$ cat config.mk
export PLATFORM = sky130hd
export DESIGN_NAME = fpmm_unit
export DESIGN_NICKNAME = d
export VERILOG_FILES = /design/src/rtl/fpmm_pkg.sv /design/src/rtl/fpmm_classify.sv /design/src/rtl/fpmm_pick.sv /design/src/rtl/fpmm_unit.sv
export SDC_FILE = /design/constraint.sdc
export NUM_CORES = 1
export LEC_CHECK = 0
export ABC_AREA = 1
export BUFFER_PORTS_ARGS = -buffer_cell sky130_fd_sc_hd__buf_4
export CAP_MARGIN = 10
export CORE_MARGIN = 4
export CORE_UTILIZATION = 25
export CTS_CLUSTER_SIZE = 8
export DETAILED_ROUTE_END_ITERATION = 10
export PLACE_DENSITY_LB_ADDON = 0.05
export SYNTH_ARGS = -nofsm -noshare
export SYNTH_HDL_FRONTEND = slang
export SYNTH_SLANG_ARGS = --single-unit
$ cat constraint.sdc
create_clock -name clk -period 3.1 [get_ports clk]
set_input_delay 0.465 -clock clk [delete_from_list [all_inputs] [get_ports clk]]
set_output_delay 0.465 -clock clk [all_outputs]
set_load 0.005 [all_outputs]
$ cat src/rtl/fpmm_pkg.sv
// Package: shared widths and canonical NaN constants for the min/max unit.
// Assumes IEEE binary32 and binary64 field layouts.
package fpmm_pkg;
    localparam int REG_W  = 64;
    localparam int DP_EXP = 11;
    localparam int DP_MAN = 52;
    localparam int SP_EXP = 8;
    localparam int SP_MAN = 23;
    localparam int SP_W   = 1 + SP_EXP + SP_MAN;
    localparam int BOX_W  = REG_W - SP_W;

    localparam logic [REG_W-1:0] DP_CANON = {1'b0, {DP_EXP{1'b1}}, 1'b1, {(DP_MAN-1){1'b0}}};
    localparam logic [SP_W-1:0]  SP_CANON = {1'b0, {SP_EXP{1'b1}}, 1'b1, {(SP_MAN-1){1'b0}}};
endpackage

$ cat src/rtl/fpmm_classify.sv
// Module: classifies one floating-point value of a given format.
// Reports NaN, signaling NaN, zero and the sign. Purely combinational.
module fpmm_classify #(
    parameter int EXP_W = 11,
    parameter int MAN_W = 52,
    localparam int W = 1 + EXP_W + MAN_W
) (
    input  logic [W-1:0] val,
    output logic         is_nan,
    output logic         is_snan,
    output logic         is_zero,
    output logic         sign
);
    logic exp_ones;

    // Purpose: decode the exponent and mantissa fields into class flags.
    always_comb begin
        exp_ones = &val[W-2:MAN_W];
        is_nan   = exp_ones && (val[MAN_W-1:0] != '0);
        is_snan  = is_nan && !val[MAN_W-1];
        is_zero  = (val[W-2:0] == '0);
        sign     = val[W-1];
    end
endmodule

$ cat src/rtl/fpmm_pick.sv
// Module: chooses the minimum or maximum of two values of width W.
// NaN flags come from the caller. Both NaN gives the supplied canonical NaN.
// Exactly one NaN gives the other operand. Sign-magnitude ordering is used,
// so -0 orders below +0.
module fpmm_pick #(
    parameter int W = 64
) (
    input  logic [W-1:0] a,
    input  logic [W-1:0] b,
    input  logic         nan_a,
    input  logic         nan_b,
    input  logic         want_max,
    input  logic [W-1:0] canon,
    output logic [W-1:0] res
);
    logic a_lt_b;
    logic take_a;

    // Purpose: order the operands, then apply the NaN rules to pick the result.
    always_comb begin
        a_lt_b = (a[W-1] && !b[W-1])
               || (!a[W-1] && !b[W-1] && (a[W-2:0] < b[W-2:0]))
               || (a[W-1] && b[W-1] && (a[W-2:0] > b[W-2:0]));
        take_a = want_max ? !a_lt_b : a_lt_b;
        if (nan_a && nan_b)
            res = canon;
        else if (nan_a)
            res = b;
        else if (nan_b)
            res = a;
        else
            res = take_a ? a : b;
    end
endmodule

$ cat src/rtl/fpmm_unit.sv
// Module: top of the floating-point min/max unit, with a one-cycle registered result.
// Assumes the operands and selects are stable at the clock edge.
// Single-precision inputs are unboxed. A mis-boxed input becomes the canonical quiet NaN.
module fpmm_unit (
    input  logic        clk,
    input  logic        rst_n,
    input  logic [63:0] op_a,
    input  logic [63:0] op_b,
    input  logic        is_single,
    input  logic        want_max,
    output logic [63:0] result,
    output logic        invalid
);
    import fpmm_pkg::*;

    logic [REG_W-1:0] opnd    [2];
    logic [SP_W-1:0]  sp_val  [2];
    logic             dp_nan  [2];
    logic             dp_snan [2];
    logic             dp_zero [2];
    logic             dp_sign [2];
    logic             sp_nan  [2];
    logic             sp_snan [2];
    logic             sp_zero [2];
    logic             sp_sign [2];
    logic             eff_nan [2];
    logic             eff_snan[2];
    logic             eff_zero[2];
    logic             eff_sign[2];

    assign opnd[0] = op_a;
    assign opnd[1] = op_b;

    for (genvar g = 0; g < 2; g++) begin : g_opnd
        // Purpose: unbox the single-precision value, substituting the canonical NaN.
        always_comb begin
            sp_val[g] = (&opnd[g][REG_W-1:SP_W]) ? opnd[g][SP_W-1:0] : SP_CANON;
        end

        fpmm_classify #(.EXP_W(DP_EXP), .MAN_W(DP_MAN)) u_cls_dp (
            .val(opnd[g]), .is_nan(dp_nan[g]), .is_snan(dp_snan[g]),
            .is_zero(dp_zero[g]), .sign(dp_sign[g])
        );

        fpmm_classify #(.EXP_W(SP_EXP), .MAN_W(SP_MAN)) u_cls_sp (
            .val(sp_val[g]), .is_nan(sp_nan[g]), .is_snan(sp_snan[g]),
            .is_zero(sp_zero[g]), .sign(sp_sign[g])
        );

        // Purpose: select the class flags of the active precision.
        always_comb begin
            eff_nan[g]  = is_single ? sp_nan[g]  : dp_nan[g];
            eff_snan[g] = is_single ? sp_snan[g] : dp_snan[g];
            eff_zero[g] = is_single ? sp_zero[g] : dp_zero[g];
            eff_sign[g] = is_single ? sp_sign[g] : dp_sign[g];
        end
    end

    logic [REG_W-1:0] dp_res;
    logic [SP_W-1:0]  sp_res;
    logic [REG_W-1:0] next_res;
    logic             next_inv;

    fpmm_pick #(.W(REG_W)) u_pick_dp (
        .a(op_a), .b(op_b), .nan_a(dp_nan[0]), .nan_b(dp_nan[1]),
        .want_max(want_max), .canon(DP_CANON), .res(dp_res)
    );

    fpmm_pick #(.W(SP_W)) u_pick_sp (
        .a(sp_val[0]), .b(sp_val[1]), .nan_a(sp_nan[0]), .nan_b(sp_nan[1]),
        .want_max(want_max), .canon(SP_CANON), .res(sp_res)
    );

    // Purpose: choose the precision path, box single results and form the invalid flag.
    always_comb begin
        next_res = is_single ? {{BOX_W{1'b1}}, sp_res} : dp_res;
        next_inv = eff_snan[0] || eff_snan[1];
    end

    // Purpose: register the result and flag, with synchronous active-low reset.
    always_ff @(posedge clk) begin
        if (!rst_n) begin
            result  <= '0;
            invalid <= 1'b0;
        end else begin
            result  <= next_res;
            invalid <= next_inv;
        end
    end

    AST_RESET_CLEAR: assert property (@(posedge clk) !rst_n |=> (result == '0 && !invalid));
    AST_ONE_NAN_OTHER: assert property (@(posedge clk) disable iff (!rst_n)
        (eff_nan[0] && !eff_nan[1]) |=>
        result == $past(is_single ? {{BOX_W{1'b1}}, sp_val[1]} : op_b));
    AST_INVALID_SNAN: assert property (@(posedge clk) disable iff (!rst_n)
        1'b1 |=> invalid == $past(eff_snan[0] || eff_snan[1]));
    AST_BOTH_NAN_CANON: assert property (@(posedge clk) disable iff (!rst_n)
        (eff_nan[0] && eff_nan[1] && !is_single) |=> result == DP_CANON);
    AST_NEG_ZERO_MIN: assert property (@(posedge clk) disable iff (!rst_n)
        (eff_zero[0] && eff_zero[1] && (eff_sign[0] != eff_sign[1]) && !want_max && !is_single)
        |=> result[REG_W-1]);
    AST_SINGLE_BOXED: assert property (@(posedge clk) disable iff (!rst_n)
        is_single |=> (&result[REG_W-1:SP_W]));
endmodule

==> out/metrics.cfg, run 1 <==
[outcome]
outcome = finished with violations
violations = setup timing

[power_and_ir_drop]
power_density_nw_per_um2 = 273
p_total_mw = 3.04
p_leak_nw = 5.80
ir_worst_vdd_mv = 0.177

[floorplanning]
die_h_um = 175
core_um2 = 27200
dieArea_um2 = 30600
die-width_um = 175
start_util = 0.257
ios = 197
fp-row-count = 60

[placed_design]
hpwl_um = 25000
dp.cells = 1818
place_congestion = 0.895
io_buffers = 196

[sta]
fin_tns_setup_ns = -2.68
rsz0062_at_grt = true
hold_violations = 0
finalMaxSlewViolations = 0
setup_ws_ns = -0.133
min_period_over_period = 1.04
fmax_mhz = 309
min_period_ns = 3.23
whs_ns = 0.427
setup_viol = 32
relSlewSlack = 0.582
worst_pin_slew_ns = 0.621

[critical_path]
start_kind = primary input
critPathRequiredTime_ns = 3.36
critical_path_class = primary input to flop
critPathArrivalTime_ns = 3.49
critPathMaxFanout = 12
setup.worst_path.end_class = flop

[synthesis]
synthCells = 1145
yosys_warnings = 0
synthArstFlopShare = 0
synth_fa_ha_area_frac = 0.169
syn-cell-area_um2 = 6980
synth_compound_area_frac = 0.102
ys_seq_area_frac = 0.187
synthMuxAreaShare = 0
synth_cell_types = 35
synth_xor_area_frac = 0
synth_edf_count = 0
syn-num-nets = 1371
synth-main-ff-cell = dfxtp_1
ys_seq_elements = 65
synth_top_family_by_area = simple AND/OR/NAND/NOR gates
avgSynthCellArea_um2 = 6.09
yosys.area_share.simple = 0.411

[clock_tree]
clk_pin_slew_ns = 0.05
cts_sinks = 65
cts_tree = yes
ctsRootBufferMaster = clkbuf_16
htree_levels = 3
cts_made_buffers = 9
cts_buffer_depth = 2
cts_hold_buf = 0

[finish]
drive_above_1_share = 0.358
antenna_cells = 0
area_delta_synth_final_pct = 59.7
final_nets = 1704
final_cells = 1854
layout_commonest_cell = buf_4
seq_area_um2 = 1300
multi_input_area_um2 = 5310
final_util = 0.410
mostFrequentLayoutCells = 338 x buf_4, 267 x nand2_1, 177 x inv_1
fillers = 2988

[global_routing]
grt_max_degree = 48
grt_pass1_wl_um = 48900
first_global_vias = 8673
grt.total_usage = 0.202
grt_overflow_total = 0
antenna_found_initial = 0

[hold_path]
hold_class = primary input to flop
holdPathStages = 2

[detailed_routing]
dr.pass1.iters = 4
wire_per_inst_um = 17.0
drt_iter0_drc = 612
ant_nets = 0
via_count = 8569
wl_um = 31600
drc = 0
viasPerCell = 4.62

[flow_run]
max_cap_viol_count = 0

[path summary, 6_finish.rpt]
path,from,to,slack (ns)
worst max-delay path,op_a[37],result[20],-0.13
worst min-delay path,rst_n,invalid,0.43
[critical path, cell delays in order]
cell and delay [ns]:
buf_6 0.07, nand4_1 0.13, nor3_2 0.24, buf_4 0.16
nand3_4 0.09, buf_12 0.17, inv_12 0.08, nand2_1 0.08
ha_1 0.31, nand4_1 0.17, nor3_4 0.20, inv_1 0.06
nor2_1 0.10, nand2_1 0.08, nand2_2 0.09, nand2_2 0.05
nand2_2 0.07, nand2_2 0.06, nand2_2 0.08, nand3_4 0.09
nand2_8 0.13, inv_8 0.06, buf_12 0.15, nand2_1 0.06
nand3_1 0.07, a21oi_2 0.16
[logic make-up after synthesis]
kind of cell	after synthesis
flip-flops	65
AO/OA/AOI/OAI	125
AND/OR/NAND/NOR	629
adder cells (fa/ha/maj)	94
buffers and inverters	232
[layout make-up]
class                           instances  share of cell area
Multi-Input combinational cell        848               0.476
Timing Repair Buffer                  370               0.274
Sequential cell                        65               0.117
Inverter                              184              0.0640
Tap cell                              372              0.0418
Clock buffer                           12              0.0230
Clock inverter                          3             0.00360
[power by group]
part	internal [mW]	total [mW]	leakage, nW	switching, mW
clock	0.662	1.10	0.148	0.439
combinational	0.462	1.01	5.11	0.549
sequential	0.903	0.924	0.542	0.0209
[synth_stat cells, types with 2 or more instances]
cell	number	area share
buf_4	3	0.0032
nand2_1	300	0.16
clkbuf_1	27	0.015
a21oi_2	10	0.013
a21oi_1	79	0.057
buf_6	2	0.0032
nand3_1	154	0.11
nand3_4	2	0.0050
dfxtp_1	65	0.19
a31oi_1	12	0.011
inv_2	6	0.0032
o21a_1	3	0.0032
nand4_1	37	0.033
o21ai_0	12	0.0086
nor3b_1	2	0.0022
a21o_1	4	0.0043
nor4_1	12	0.011
nand3_2	11	0.016
nor2_2	4	0.0036
nor3_1	14	0.010
inv_1	178	0.096
ha_1	94	0.17
buf_2	16	0.011
nand2_2	11	0.0099
nor2_1	77	0.041
[metal layers]
metal,up-vias,global-route usage,part of all wire
met1,3887,0.283,0.49
met4,0,0.0511,0.023
met3,39,0.0294,0.041
li1,4425,-,-
met5,-,0,0
met2,218,0.326,0.45
[timing repair]
action	CTS	global route
resized for setup	110	42
pin swaps	39	32
endpoints found under the setup margin	32	32
setup buffers	14	6
cloned	4	0
[registers in the layout (all words and copies together), names as in the netlist]
signal and cells:
result 64, invalid 1
[per-stage QoR]
| step | instance area [um^2] | setup slack, ns |
|---|---|---|
| floorplan | 7090 | 0.000661 |
| global placement | 10000 | -0.909 |
| finish | 11100 | -0.133 |
| global route | 11100 | -0.409 |
| detailed placement | 10000 | -0.868 |
| CTS | 11000 | -0.151 |
(Power assumes the default switching activity.)
==> inputs of run 2 (changes only) <==
PLACE_DENSITY = 0.55   (was default)
PLACE_DENSITY_LB_ADDON = default   (was 0.05)
==> run 2 against run 1 <==
Effect of this change:
- critical endpoint is now result[6]
- first-iteration DRC count down 22%
- the flow still finishes with violations (setup timing)
- sequential cell count unchanged
- power down 3.5%
- combinational power about the same
- sequential power about the same
- fmax up 1.2%
==> out/metrics.cfg, run 2 (synthesis gave the netlist of run 1 again) <==
[global_routing]
grt_pass1_wl_um = 46700  ; -4.4%
grt.total_usage = 0.190  ; -0.0119
grt_overflow_total = 0  ; unchanged
first_global_vias = 8822  ; +1.7%
antenna_found_initial = 0  ; unchanged
grt_max_degree = 45  ; -6.3%

[finish]
regMostFlops = result
final_util = 0.394  ; -0.0160
drive_above_1_share = 0.327  ; -0.0302
largest_reg_flops = 64  ; unchanged
layout_commonest_cell = buf_4
mostFrequentLayoutCells = 332 x buf_4, 277 x nand2_1, 176 x inv_1
antenna_cells = 0  ; unchanged
reg_top3 = result: 64 flops, invalid: 1 flops
final_cells = 1838  ; -0.86%
area_delta_synth_final_pct = 53.4
final_nets = 1687  ; -1.0%

[clock_tree]
cts_made_buffers = 9  ; unchanged
cts_buffer_depth = 2  ; unchanged
clk_pin_slew_ns = 0.06  ; about the same
cts_sinks = 65  ; unchanged
cts_tree = yes
htree_levels = 3  ; unchanged
ctsRootBufferMaster = clkbuf_16

[floorplanning]
core_um2 = 27200  ; unchanged
dieArea_um2 = 30600  ; unchanged
fp-row-count = 60  ; unchanged
die_h_um = 175  ; unchanged
ios = 197  ; unchanged
start_util = 0.257  ; unchanged
die-width_um = 175  ; unchanged

[detailed_routing]
wire_per_inst_um = 16.1  ; -5.7%
drt_iter0_drc = 476  ; -22%
dr.pass1.iters = 5  ; +1
via_count = 8619  ; +0.58%
viasPerCell = 4.69  ; +1.5%
drc = 0  ; unchanged
ant_nets = 0  ; unchanged
wl_um = 29600  ; -6.5%

[critical_path]
slowest_stage = ha_4
max_stage_delay_ns = 0.26  ; -0.05 ns
critPathRequiredTime_ns = 3.37  ; about the same
critPathArrivalTime_ns = 3.46  ; -0.03 ns
critPathTopFamily = simple AND/OR/NAND/NOR gates
critPathMaxFanout = 11  ; -1
setup.worst_path.end_class = flop
path_buf_inv = 6  ; -1
start_kind = primary input
critical_path_class = primary input to flop

[hold_path]
hold_class = primary input to flop
hold_start = rst_n
holdPathStages = 2  ; unchanged
holdPathEnd = invalid

[sta]
hold_violations = 0  ; unchanged
rsz0062_at_grt = true
setup_ws_ns = -0.0951  ; +0.0378 ns
min_period_ns = 3.20  ; -0.0378 ns
finalMaxSlewViolations = 0  ; unchanged
whs_ns = 0.430  ; +0.00268 ns
relSlewSlack = 0.433  ; -0.150
setup_viol = 32  ; unchanged
min_period_over_period = 1.03  ; -0.0122
worst_pin_slew_ns = 0.850  ; +0.229 ns
fmax_mhz = 313  ; +1.2%

[placed_design]
hpwl_um = 23900  ; -4.1%
place_congestion = 0.915  ; +2.2%
io_buffers = 196  ; unchanged
dp.cells = 1814  ; -0.22%

[outcome]
violations = setup timing
outcome = finished with violations

[power_and_ir_drop]
power_density_nw_per_um2 = 274  ; +0.41%
p_leak_nw = 5.62  ; -3.1%
ir_worst_vdd_mv = 0.273  ; +54%

[flow_run]
max_cap_viol_count = 0  ; unchanged

run 2: cell count changes in the layout (fill, tap and decap cells not counted), moves of 5 or more:
cell	delta
nor2_1	+13
nor2_4	-13
nand2_1	+10
buf_6	-7
nand2_2	-7
buf_4	-6
a21oi_1	+5
a21oi_2	-5
nand3_1	+5
nand3_2	-5
o21ai_0	+5
run 2: per-stage QoR:
stage                     power (mW)  TNS, ns  area (um^2)  worst slack [ns]
after floorplan                 1.39        0         7090          0.000661
after global routing            3.10   -10.75        10700            -0.374
after CTS                       2.96    -2.45        10600            -0.107
after global placement          1.95   -20.38        10000            -0.671
after detailed placement        1.96   -19.88        10000            -0.659
final                           2.93    -1.81        10700           -0.0951
run 2: report_power, final:
group | leakage, nW | switching, mW | internal, mW
Sequential | 0.542 | 0.0234 | 0.904
Clock | 0.131 | 0.443 | 0.540
Combinational | 4.95 | 0.538 | 0.481
Total | 5.62 | 1.00 | 1.92
run 2: repair_timing:
| action | in CTS | in global routing |
|---|---|---|
| resized for setup | 46 | 34 |
| pin swaps | 30 | 32 |
| hold buffers | 0 | 0 |
| setup endpoints to repair | 32 | 34 |
| setup buffers | 5 | 2 |
| cloned | 1 | 0 |
run 2: cell type report:
class                      instances  area [um^2]
tap                              372          465
timing repair buffer             353         2850
sequential                        65         1300
inverter                         184          711
clock inverter                     7         47.5
multi-input combinational        848         5100
clock buffer                       9          225
fill                            2995        16500
run 2: worst max-delay path by stage:
stage	slack, ns	cells past startpoint	endpoint	start
floorplan	0.0007	27	result[14]	op_a[47]
global placement	-0.67	24	result[4]	op_a[36]
detailed placement	-0.66	24	result[4]	op_a[36]
CTS	-0.11	27	result[6]	op_a[49]
global route	-0.37	27	result[21]	op_a[47]
finish	-0.1	27	result[6]	op_a[47]
run 2: routing by layer:
metal,vias to the layer above,wire [um],track usage,share of wire
li1,4390,-,-,-
met5,-,0,0,0
met2,238,14100,0.324,0.48
met3,44,1360,0.0249,0.046
met4,0,940,0.0746,0.032
met1,3947,13100,0.244,0.44
==> inputs of run 3 (changes only) <==
ABC_AREA = default   (was 1)
CTS_CLUSTER_SIZE = 16   (was 8)
==> run 3 against run 2 <==
Effect of this change:
- the run still ends with setup timing left
- non-clock buffer count up 85
- via count down 6.1%
- highest routed layer is now met5
- largest power group unchanged
- cell area up 10%
- sequential share of layout area down 1.1 points
- combinational power up 24%
- routed wire length up 1.3%
- area after synthesis down 8.5%
==> out/metrics.cfg, run 3 <==
[critical_path]
cp_cell_sequence = buf_4, nand4_1, nor3_2, buf_4, and3_4, buf_6, and2_4, ha_4, a21oi_1, o21ai_2, a221oi_2, a21boi_2, o21a_1, or4_4, and2_4, buf_6, a21oi_4, o211a_4, o22ai_2
critical_path_class = primary input to flop
path_buf_inv = 4  ; -2
max_stage_delay_ns = 0.48  ; +0.22 ns
critPathArrivalTime_ns = 4.11  ; +0.65 ns
critPathRequiredTime_ns = 3.33  ; -0.04 ns
setup.worst_path.end_class = flop
start_kind = primary input
critPathMaxFanout = 8  ; -3
critPathTopFamily = compound AO/OA/AOI/OAI gates
slowest_stage = or4_4

[synthesis]
synth_cell_types = 48  ; +37%
synthArstFlopShare = 0  ; unchanged
ys_seq_area_frac = 0.204  ; +0.0174
synth.most_common_cell = nand2_1
syn-num-nets = 1071  ; -22%
netlist.area_leader.share = 0.204  ; +0.0174
ys_seq_elements = 65  ; unchanged
synth_edf_count = 0  ; unchanged
synth-main-ff-cell = dfxtp_1
yosys_warnings = 0  ; unchanged
syn-cell-area_um2 = 6380  ; -8.5%
synth_common_cells = 105 x nand2_1, 94 x ha_1, 85 x nand3_1
netlist_top_cells_area = dfxtp_1 20%, ha_1 18%, nand3_1 6.7%
yosysTopAreaCell = dfxtp_1
synthCells = 845  ; -26%
avgSynthCellArea_um2 = 7.55  ; +24%

[sta]
min_period_over_period = 1.25  ; +0.221
relSlewSlack = 0.550  ; +0.118
finalMaxSlewViolations = 0  ; unchanged
setup_viol = 34  ; +6.3%
setup_ws_ns = -0.780  ; -0.685 ns
worst_pin_slew_ns = 0.673  ; -0.177 ns
rsz0062_at_grt = true
hold_violations = 0  ; unchanged
min_period_ns = 3.88  ; +0.685 ns
fmax_mhz = 258  ; -18%

[hold_path]
hold_class = primary input to flop

[global_routing]
grt_pass1_wl_um = 45500  ; -2.6%
grt_overflow_total = 0  ; unchanged
grt.total_usage = 0.202  ; +0.0120
antenna_found_initial = 1  ; +1
grt_max_degree = 45  ; unchanged
first_global_vias = 8326  ; -5.6%

[placed_design]
io_buffers = 196  ; unchanged
place_congestion = 0.899  ; -1.8%
dp.cells = 1544  ; -15%
hpwl_um = 22400  ; -6.3%

[clock_tree]
cts_tree = yes
cts_made_buffers = 9  ; unchanged
ctsRootBufferMaster = clkbuf_16
cts_hold_buf = 0  ; unchanged
htree_levels = 3  ; unchanged
cts_sinks = 65  ; unchanged
clk_pin_slew_ns = 0.06  ; about the same
cts_buffer_depth = 2  ; unchanged

[finish]
area_delta_synth_final_pct = 84.5
drive_above_1_share = 0.521  ; +0.193
final_nets = 1481  ; -12%
largest_reg_flops = 64  ; unchanged
antenna_cells = 0  ; unchanged
final_cells = 1590  ; -13%
mostFrequentLayoutCells = 378 x buf_4, 95 x nand2_1, 70 x nand3_1
layout_commonest_cell = buf_4
reg_top3 = result: 64 flops, invalid: 1 flops
final_util = 0.467  ; +0.0737
regMostFlops = result

[detailed_routing]
ant_nets = 0  ; unchanged
dr.pass1.iters = 5  ; unchanged
via_count = 8095  ; -6.1%
wire_per_inst_um = 18.8  ; +17%
wl_um = 29900  ; +1.3%
drc = 0  ; unchanged
viasPerCell = 5.09  ; +8.6%
drt_iter0_drc = 483  ; +1.5%

[power_and_ir_drop]
p_leak_nw = 5.28  ; -6.0%
power_density_nw_per_um2 = 276  ; +0.73%
ir_worst_vdd_mv = 0.180  ; -34%
p_total_mw = 3.25  ; +11%

[floorplanning]
die-width_um = 168  ; -4.2%
die_h_um = 168  ; -4.2%
ios = 197  ; unchanged
dieArea_um2 = 28100  ; -8.1%
fp-row-count = 58  ; -3.3%
core_um2 = 25200  ; -7.3%
start_util = 0.253  ; -0.00327

[outcome]
outcome = finished with violations
violations = setup timing

[flow_run]
max_cap_viol_count = 0  ; unchanged

[run 3: cell types whose count changed in the layout (fill, tap and decap cells not counted), sizes merged, moves of 20 or more]
cell / before / now
nor2: 81 / 27
a21oi: 89 / 46
nand3: 167 / 85
buf: 353 / 437
nand2: 312 / 105
mux2: 0 / 22
o21ai: 12 / 49
mux2i: 0 / 38
inv: 184 / 73
and2: 0 / 26
a21boi: 0 / 20
[run 3: per-stage QoR]
step / setup TNS, ns / worst slack, ns / area, um^2 / hold WS, ns
floorplan: -17.13 / -0.596 / 6650 / 0.611
global placement: -52.88 / -1.26 / 9940 / 0.757
detailed placement: -53.86 / -1.30 / 9940 / 0.773
CTS: -18.66 / -0.640 / 11000 / 0.400
global route: -28.04 / -0.888 / 11800 / 0.439
finish: -22.50 / -0.780 / 11800 / 0.421
[run 3: logic make-up (layout without fill, tap and decap cells)]
kind of cell / after synthesis / in the layout / share of synthesized area
simple gates: 351 / 351 / 0.279
mux: 60 / 60 / 0.0990
compound gates: 165 / 165 / 0.161
buf+inv: 110 / 525 / 0.0731
fa+ha+maj: 94 / 94 / 0.184
flops: 65 / 65 / 0.204
[run 3: where the power goes]
part           total [mW]  switching, mW  internal (mW)
logic                1.26          0.572          0.686
registers           0.935         0.0252          0.910
clock network        1.05          0.479          0.573
total                3.25           1.08           2.17
[run 3: worst paths after layout]
path	start	endpoint	slack [ns]	cells after the start
worst max-delay path	op_a[62]	result[26]	-0.78	19
worst min-delay path	op_a[6]	result[6]	0.42	3
[run 3: routing by layer]
layer | wire length, um | vias to the layer above | GRT usage
met2 | 14500 | 216 | 0.335
met5 | 20 | - | 0
met3 | 1670 | 45 | 0.0408
met1 | 13000 | 3903 | 0.263
li1 | - | 3929 | -
met4 | 748 | 2 | 0.0667
[run 3: layout make-up]
class / count / area (um^2)
clock buffer: 10 / 239
sequential: 65 / 1300
timing repair buffer: 438 / 3660
tap: 330 / 413
clock inverter: 6 / 50.0
inverter: 71 / 279
fill: 2413 / 13400
multi-input combinational: 670 / 5830
[run 3: timing repair]
item | 4_1_cts | 5_1_grt
endpoints found under the hold margin | 0 | 0
buffers inserted | 13 | 14
resized for setup | 97 | 147
pin swaps | 44 | 41
setup endpoints to repair | 64 | 64
cloned | 5 | 1
